$ cat src/rtl/pwrseq_pkg.sv
package pwrseq_pkg;

   typedef enum logic [1:0] {
      ST_PEND     = 2'b00,
      ST_OPER     = 2'b01,
      ST_DIS_LOW  = 2'b10,
      ST_DIS_HIGH = 2'b11
   } pwr_state_e;

   localparam int unsigned N_LVL    = 2;
   localparam int unsigned CH_SUPPLY = 0;
   localparam int unsigned CH_ABOVE  = 1;

endpackage

$ cat src/rtl/pwrseq_sync.sv
module pwrseq_sync #(
   parameter int unsigned STAGES = 2
) (
   input  logic clk,
   input  logic rst_n,
   input  logic d_i,
   output logic q_o
);

   if (STAGES < 2) begin : g_bad_stages
      $error("pwrseq_sync: STAGES must be at least 2");
   end

   logic [STAGES-1:0] chain_q;

   for (genvar s = 0; s < STAGES; s++) begin : g_stage
      if (s == 0) begin : g_first
         always_ff @(posedge clk or negedge rst_n) begin
            if (!rst_n) chain_q[0] <= 1'b0;
            else        chain_q[0] <= d_i;
         end
      end else begin : g_next
         always_ff @(posedge clk or negedge rst_n) begin
            if (!rst_n) chain_q[s] <= 1'b0;
            else        chain_q[s] <= chain_q[s-1];
         end
      end
   end

   assign q_o = chain_q[STAGES-1];

endmodule

$ cat src/rtl/pwrseq_debounce.sv
module pwrseq_debounce #(
   parameter int unsigned DEB_CYCLES = 16
) (
   input  logic clk,
   input  logic rst_n,
   input  logic lvl_i,
   output logic lvl_o
);

   localparam int unsigned CW = (DEB_CYCLES < 2) ? 1 : $clog2(DEB_CYCLES + 1);
   localparam logic [CW-1:0] CNT_LAST = CW'(DEB_CYCLES - 1);

   if (DEB_CYCLES < 1) begin : g_bad_deb
      $error("pwrseq_debounce: DEB_CYCLES must be at least 1");
   end

   logic          filt_q;
   logic [CW-1:0] cnt_q;

   always_ff @(posedge clk or negedge rst_n) begin
      if (!rst_n) begin
         filt_q <= 1'b0;
         cnt_q  <= '0;
      end else if (lvl_i != filt_q) begin
         if (cnt_q == CNT_LAST) begin
            filt_q <= lvl_i;
            cnt_q  <= '0;
         end else begin
            cnt_q <= cnt_q + 1'b1;
         end
      end else begin
         cnt_q <= '0;
      end
   end

   assign lvl_o = filt_q;

   assert_cnt_bound_R9: assert property (@(posedge clk) disable iff (!rst_n)
      cnt_q < CW'(DEB_CYCLES));

   assert_hold_on_match_R9: assert property (@(posedge clk) disable iff (!rst_n)
      (lvl_i == filt_q) |=> $stable(filt_q));

   assert_change_needs_run_R9: assert property (@(posedge clk) disable iff (!rst_n)
      (filt_q != $past(filt_q)) |-> ($past(cnt_q) == CNT_LAST));

endmodule

$ cat src/rtl/pwrseq_fsm.sv
module pwrseq_fsm
   import pwrseq_pkg::*;
#(
   parameter int unsigned SETTLE = 18
) (
   input  logic       clk,
   input  logic       rst_n,
   input  logic       good_flt_i,
   input  logic       above_flt_i,
   input  logic       pd_i,
   output pwr_state_e state_o,
   output logic       batt_o
);

   localparam int unsigned PCW = $clog2(SETTLE + 1);
   localparam logic [PCW-1:0] PEND_LAST = PCW'(SETTLE);

   pwr_state_e     state_q, state_d;
   logic           batt_q, batt_d;
   logic [PCW-1:0] pend_q;
   logic           qual;

   // the level that qualifies recovery depends on the latched mode
   assign qual = batt_q ? above_flt_i : good_flt_i;

   always_comb begin
      state_d = state_q;
      batt_d  = batt_q;
      unique case (state_q)
         ST_PEND: begin
            if (pend_q == PEND_LAST) begin
               batt_d = !good_flt_i;
               if (good_flt_i || above_flt_i) state_d = ST_OPER;
               else                           state_d = ST_DIS_HIGH;
            end
         end
         ST_OPER: begin
            if (pd_i)                state_d = ST_DIS_LOW;
            else if (batt_q && !qual) state_d = ST_DIS_HIGH;
         end
         ST_DIS_LOW: begin
            if (!qual) state_d = ST_DIS_HIGH;
         end
         ST_DIS_HIGH: begin
            if (qual) state_d = ST_OPER;
         end
         default: state_d = ST_PEND;
      endcase
   end

   always_ff @(posedge clk or negedge rst_n) begin
      if (!rst_n) begin
         state_q <= ST_PEND;
         batt_q  <= 1'b0;
         pend_q  <= '0;
      end else begin
         state_q <= state_d;
         batt_q  <= batt_d;
         if (state_q == ST_PEND && pend_q != PEND_LAST) pend_q <= pend_q + 1'b1;
      end
   end

   assign state_o = state_q;
   assign batt_o  = batt_q;

   assert_pd_to_wait_R5: assert property (@(posedge clk) disable iff (!rst_n)
      (state_q == ST_OPER && pd_i) |=> (state_q == ST_DIS_LOW));

   assert_batt_fall_R8: assert property (@(posedge clk) disable iff (!rst_n)
      (state_q == ST_OPER && batt_q && !above_flt_i && !pd_i) |=> (state_q == ST_DIS_HIGH));

   assert_wait_high_exit_R6: assert property (@(posedge clk) disable iff (!rst_n)
      (state_q == ST_DIS_HIGH) |=> (state_q == ST_DIS_HIGH || state_q == ST_OPER));

   assert_no_repend_R1: assert property (@(posedge clk) disable iff (!rst_n)
      (state_q != ST_PEND) |=> (state_q != ST_PEND));

   assert_mode_frozen_R11: assert property (@(posedge clk) disable iff (!rst_n)
      (state_q != ST_PEND) |=> $stable(batt_q));

endmodule

$ cat src/rtl/pwrseq_ctrl.sv
module pwrseq_ctrl
   import pwrseq_pkg::*;
#(
   parameter int unsigned SYNC_STAGES = 2,
   parameter int unsigned DEB_CYCLES  = 16
) (
   input  logic       clk,
   input  logic       rst_n,
   input  logic       supply_ok_i,
   input  logic       above_batt_i,
   input  logic       pwr_down_i,
   output logic       clk_out_en_o,
   output logic       psu_en_o,
   output logic       cpu_rst_n_o,
   output logic [1:0] state_o,
   output logic       batt_mode_o
);

   localparam int unsigned SETTLE = SYNC_STAGES + DEB_CYCLES;

   if (SYNC_STAGES < 2) begin : g_bad_sync
      $error("pwrseq_ctrl: SYNC_STAGES must be at least 2");
   end
   if (DEB_CYCLES < 1) begin : g_bad_deb
      $error("pwrseq_ctrl: DEB_CYCLES must be at least 1");
   end

   logic [N_LVL-1:0] raw_lvl, sync_lvl, flt_lvl;
   pwr_state_e       state;
   logic             batt;
   logic             live;

   assign raw_lvl[CH_SUPPLY] = supply_ok_i;
   assign raw_lvl[CH_ABOVE]  = above_batt_i;

   for (genvar c = 0; c < N_LVL; c++) begin : g_lvl
      pwrseq_sync #(.STAGES(SYNC_STAGES)) sync_i (
         .clk   (clk),
         .rst_n (rst_n),
         .d_i   (raw_lvl[c]),
         .q_o   (sync_lvl[c])
      );
      pwrseq_debounce #(.DEB_CYCLES(DEB_CYCLES)) deb_i (
         .clk   (clk),
         .rst_n (rst_n),
         .lvl_i (sync_lvl[c]),
         .lvl_o (flt_lvl[c])
      );
   end

   pwrseq_fsm #(.SETTLE(SETTLE)) fsm_i (
      .clk         (clk),
      .rst_n       (rst_n),
      .good_flt_i  (flt_lvl[CH_SUPPLY]),
      .above_flt_i (flt_lvl[CH_ABOVE]),
      .pd_i        (pwr_down_i),
      .state_o     (state),
      .batt_o      (batt)
   );

   assign live         = (state == ST_OPER);
   assign clk_out_en_o = live;
   assign psu_en_o     = live;
   assign cpu_rst_n_o  = live && (batt || flt_lvl[CH_SUPPLY]);
   assign state_o      = state;
   assign batt_mode_o  = batt;

   assert_pend_quiet_R1: assert property (@(posedge clk) disable iff (!rst_n)
      (state_o == 2'b00) |-> !(clk_out_en_o || psu_en_o || cpu_rst_n_o));

   assert_dis_quiet_R5: assert property (@(posedge clk) disable iff (!rst_n)
      state_o[1] |-> !(clk_out_en_o || psu_en_o || cpu_rst_n_o));

   assert_single_enables_R3: assert property (@(posedge clk) disable iff (!rst_n)
      (state_o == 2'b01 && !batt_mode_o) |-> (clk_out_en_o && psu_en_o));

endmodule

$ cat config.mk
export PLATFORM = sky130hd
export DESIGN_NAME = pwrseq_ctrl
export DESIGN_NICKNAME = d
export VERILOG_FILES = /design/src/rtl/pwrseq_pkg.sv /design/src/rtl/pwrseq_sync.sv /design/src/rtl/pwrseq_debounce.sv /design/src/rtl/pwrseq_fsm.sv /design/src/rtl/pwrseq_ctrl.sv
export SDC_FILE = /design/constraint.sdc
export NUM_CORES = 1
export LEC_CHECK = 0
export ABC_AREA = 1
export BUFFER_PORTS_ARGS = -buffer_cell sky130_fd_sc_hd__buf_2
export CAP_MARGIN = 10
export CORE_MARGIN = 2
export CORE_UTILIZATION = 57
export DETAILED_ROUTE_END_ITERATION = 6
export PLACE_DENSITY = 0.77
export REMOVE_ABC_BUFFERS = 1
export SYNTH_ARGS = -nofsm -noshare
export SYNTH_HDL_FRONTEND = slang
export SYNTH_HIERARCHICAL = 1
export SYNTH_SLANG_ARGS = --single-unit
$ cat constraint.sdc
create_clock -name clk -period 1.4 [get_ports clk]
set_input_delay 0.35 -clock clk [delete_from_list [all_inputs] [get_ports clk]]
set_output_delay 0.35 -clock clk [all_outputs]
set_load 0.1 [all_outputs]
; After elaboration in Yosys (flattened, before gate mapping)
; Index checks and enable logic that the tools add are counted.
[op_classes]
n_mux = 12
eq_ne = 13
add_sub_neg = 3
n_reduce_logical = 12
[ops]
columns = operator, count
row1 = 5-bit two-way mux, 4
row2 = 5-bit by 1-bit adder with 5-bit output (second input constant), 3
row3 = 2-bit two-way mux, 6
row4 = 5-bit by 4-bit equality test with 1-bit output (second input constant), 2
row5 = 2-bit case mux with 4 select lines, 1
row6 = 2-bit AND reduction, 3
row7 = 5-bit equality test (second input constant), 1
row8 = 5-bit inequality test (second input constant), 1
row9 = 2-bit equality test (second input constant), 2
row10 = 2-bit by 1-bit inequality test with 1-bit output (second input constant), 2
row11 = 4-bit AND reduction, 1
row12 = 1-bit logical AND, 3
row13 = 3-bit by 2-bit inequality test with 1-bit output (second input constant), 1
row14 = 2-bit by 1-bit equality test with 1-bit output (second input constant), 1
row15 = 1-bit logical NOT, 2
row16 = 2-bit logical NOT, 1
row17 = 1-bit logical OR, 2
row18 = 1-bit inequality test, 2
row19 = 2-bit inequality test (second input constant), 1
row20 = 1-bit two-way mux, 1
[word_totals]
out_inout_bits = 6
word_cells = 51
ff_bits = 24
input_bits = 5

; Depth between registers and ports, before layout
[logic_depth]
word_depth = 6
ltp_mapped = 10
mapped_depth_nobuf = 10

; By module
; Netlist, hierarchy kept.
[modules_own_cells]
columns = mod, cells_each, area_per_inst_um2, n_inst, seq_area_each_um2
row1 = pwrseq_debounce, 33, 272.8, 2, 150.1
row2 = pwrseq_fsm, 65, 539.3, 1, 200.2
row3 = pwrseq_sync, 2, 50.0, 2, 50.0
row4 = pwrseq_ctrl, 6, 26.3, 1, 0.0

; Least setup slack after synthesis
; Ideal clock, no wire load.
[synth_timing]
path_type = register to output
startpoint = register fsm_i.state_q[0] (netlist: fsm_i/state_o[0])
endpoint = output port cpu_rst_n_o
arrival_ns = 2.396
required_time_ns = 1.050
path_stages_with_launch = 3
slack_ns = -1.346
n_path_buf = 0
cell_sequence = dfrtp_1 nand2_1 nor2_1
[synth_between]
elab_chain_cells = 2
[synth_rtl]
columns = element, line_no
row1 = from (decl), pwrseq_fsm.sv:18  ; pwr_state_e state_q, state_d;
row2 = from (signal assigned), pwrseq_fsm.sv:57  ; state_q <= state_d;
row3 = 2-bit by 1-bit equality test with 1-bit output, pwrseq_ctrl.sv:61  ; assign live = (state == ST_OPER);
row4 = 1-bit logical AND, pwrseq_ctrl.sv:64  ; assign cpu_rst_n_o = live && (batt || flt_lvl[CH_SUPPLY]);
row5 = to (decl), pwrseq_ctrl.sv:14  ; output logic cpu_rst_n_o,
; Every way passes these cells.

; Final worst setup path
[layout_timing]
startpoint = register fsm_i.state_q[1] (netlist: fsm_i/state_o[1])
endpoint = output port clk_out_en_o
[layout_between]
elab_chain_cells = 1
[layout_rtl]
columns = element, line_no
row1 = 2-bit by 1-bit equality test with 1-bit output, pwrseq_ctrl.sv:61
row2 = to (decl), pwrseq_ctrl.sv:12  ; output logic clk_out_en_o,
; Every way passes these cells.

==> key figures <==
Cells and area
  – Fin util: 0.762
  – # fillers: 126
  – Design area: 1510 um^2
  – # nets final: 176
  – Reg area: 603 um^2
  – Area growth, synth to finish: 24.7%
  – Layout cells sized above 1: 0.236
  – Antenna cells: 0
  – Area of the multi-input gates: 564 um^2

STA
  – Final Hold Viols: 0
  – Fmax achieved: 661 MHz
  – Setup-failing EPs final: 6
  – Worst hold slack: 130 ps
  – Worst Skew: 6.59 ps
  – Final Worst Setup Slack: -114 ps
  – Final Slew Violations: 0
  – Tcrit/Tclk final: 1.08
  – Min cycle time layout: 1510 ps
  – Unrepaired setup endpoints after global routing: true
  – Max-slew headroom: 0.652
  – Worst-margin pin slew: 522 ps

Synthesis
  – Synth Area per Inst: 8.59 um^2
  – Cells after synthesis: 141
  – Post-synthesis cell type count: 17
  – Area contributors post-synth: dfrtp_1, nand2_1, ha_1, nor2_1, inv_1
  – #FFs+latches synth: 24
  – Largest area contributor in the netlist: dfrtp_1
  – Sequential share of the synthesized area: 0.496
  – Synth top area share: 0.496
  – Mapped cell area: 1210 um^2
  – YS warnings: 6

Global routing
  – Largest net degree at the start of global routing: 25
  – Antenna violations before repair: 0
  – First-pass GRT wire length: 3820 um
  – Total track usage: 0.204
  – Vias in the first global route: 901
  – GRT overflow: 0

Place
  – Cell Area, Placed: 1390 um^2
  – Port Buffers: 10
  – Final HPWL DP: 1540 um
  – Worst slack at placement: 27.1 ps
  – Gp weighted congestion: 0.886

Floorplan
  – Die area: 2510 um^2
  – Die Y: 50.1 um
  – Starting Density: 0.611
  – # IOs: 11
  – Core Area: 1980 um^2
  – Die width: 50.1 um
  – Rows: 16

Drt
  – Vias: 959
  – Vias per inst: 5.10
  – Final antenna-violating net count: 0
  – Drt total wl: 2180 um
  – Drc violations: 0
  – WL/cell: 11.6 um
  – 1st-pass router iterations: 5
  – Drt initial violations: 23

Worst setup path
  – Worst Path Required: 1050 ps
  – Worst Reg2Reg Path Length in Cells: 6
  – Crit path DAT: 1160 ps
  – Crit path max fanout: 2
  – CP Capture Type: primary output
  – Path type of the worst setup path: reg2out
  – Critical path launch point type: flip-flop

Run status
  – Run status: finished, violations left
  – Violated checks: setup timing

Clock network
  – H-tree levels: 1
  – CTS buffer count: 3
  – Clock Root Buffer: clkbuf_4
  – Clk pin slew, worst setup/hold paths: 130 ps
  – CTS sink count: 24
  – CTS tree: yes
  – Clock Path Buffers: 2
  – Clk_lat worst skew: 320 ps

Pwr
  – VDD IR max: 2130 uV
  – Leak: 0.778 nW
  – PD cells: 1970 nW/um^2

Hold path
  – Hold Path Class: in2reg
  – Hold depth: 1

Flow run
  – # Max-Cap Violations: 0
-- per-stage QoR --
stage,cells,power [mW],TNS (ps)
after global placement,178,2.39,0
after CTS,185,2.89,-443
after detailed placement,178,2.43,0
final,188,2.98,-423
after global routing,188,3.17,-647
after floorplan,140,1.97,-7230
-- cells by family after synthesis --
| kind of cell | Yosys count | synth area share |
|---|---|---|
| buf+inv | 20 | 0.0651 |
| simple gates | 76 | 0.274 |
| fa+ha+maj | 9 | 0.0930 |
| flops | 24 | 0.496 |
| xor+xnor | 6 | 0.0434 |
| compound gates | 6 | 0.0289 |
-- synthesized netlist by cell type (all sizes together) --
cell / number
nand4: 5
ha: 9
o21ai: 3
nand3: 8
buf: 1
dfrtp: 24
o21bai: 2
a21oi: 1
inv: 19
nand2: 39
xnor2: 5
xor2: 1
nor2: 23
nor3: 1
-- final cells by class --
cell class                 instances  area share
clock buffer                       4      0.0240
inverter                          19      0.0489
multi-input combinational         97       0.374
sequential                        24       0.399
tap                               27      0.0224
timing repair buffer              17       0.132
-- state kept, by name (all words and copies together) (netlist names) --
name	cells
g_lvl.deb_i/lvl_o	2
g_lvl.sync_i/q_o	2
g_lvl.sync_i/chain_q	2
fsm_i/pend_q	5
g_lvl.deb_i/cnt_q	10
fsm_i/batt_o	1
fsm_i/state_o	2
-- routing by layer --
metal | vias to the layer above | GRT usage | part of all wire
met1 | 442 | 0.266 | 0.44
met4 | 0 | 0.0880 | 0.017
met3 | 8 | 0.0515 | 0.051
met5 | - | 0 | 0
met2 | 33 | 0.318 | 0.49
li1 | 476 | - | -
-- where the power goes --
part / switching (mW) / total, mW / internal, mW
Combinational: 1.03 / 1.66 / 0.631
Sequential: 0.126 / 0.951 / 0.825
Clock: 0.208 / 0.367 / 0.159
Total: 1.37 / 2.98 / 1.61
-- critical path, cell delays in order, from the launching register on --
cell	delay, ps
dfrtp_2	440
inv_2	70
nand2_4	50
inv_2	100
buf_12	180
-- worst paths after layout --
| kind | start | endpoint | slack [ps] |
|---|---|---|---|
| min in group asynchronous | rst_n | g_lvl[1].deb_i/cnt_q[4] | 520 |
| worst max-delay path | fsm_i/state_o[1] | clk_out_en_o | -110 |
| worst min-delay path | above_batt_i | g_lvl[1].sync_i/chain_q[0] | 130 |
| max in group asynchronous | rst_n | fsm_i/state_o[0] | 510 |
| worst min register to register | g_lvl[1].sync_i/chain_q[0] | g_lvl[1].sync_i/q_o | 370 |
| worst max register to register | fsm_i/state_o[1] | fsm_i/pend_q[0] | 40 |
-- cell usage in the layout (no fill, tap or decap), drive strengths merged --
master       count
dfrtp           24
o21ai            3
nor2            23
ha               9
nor3             1
buf             16
nand3            8
dlygate4sd3      1
clkbuf           4
nand4            5
inv             19
xor2             1
a21oi            1
o21bai           2
nand2           39
xnor2            5
-- timing repair --
action	in CTS	in global routing
hold endpoints to repair	13	0
setup endpoints to repair	4	7
hold buffers	1	0
buffers inserted	2	3
resized for setup	11	7
pin swaps	1	3
Power figures use the tool's default switching activity.
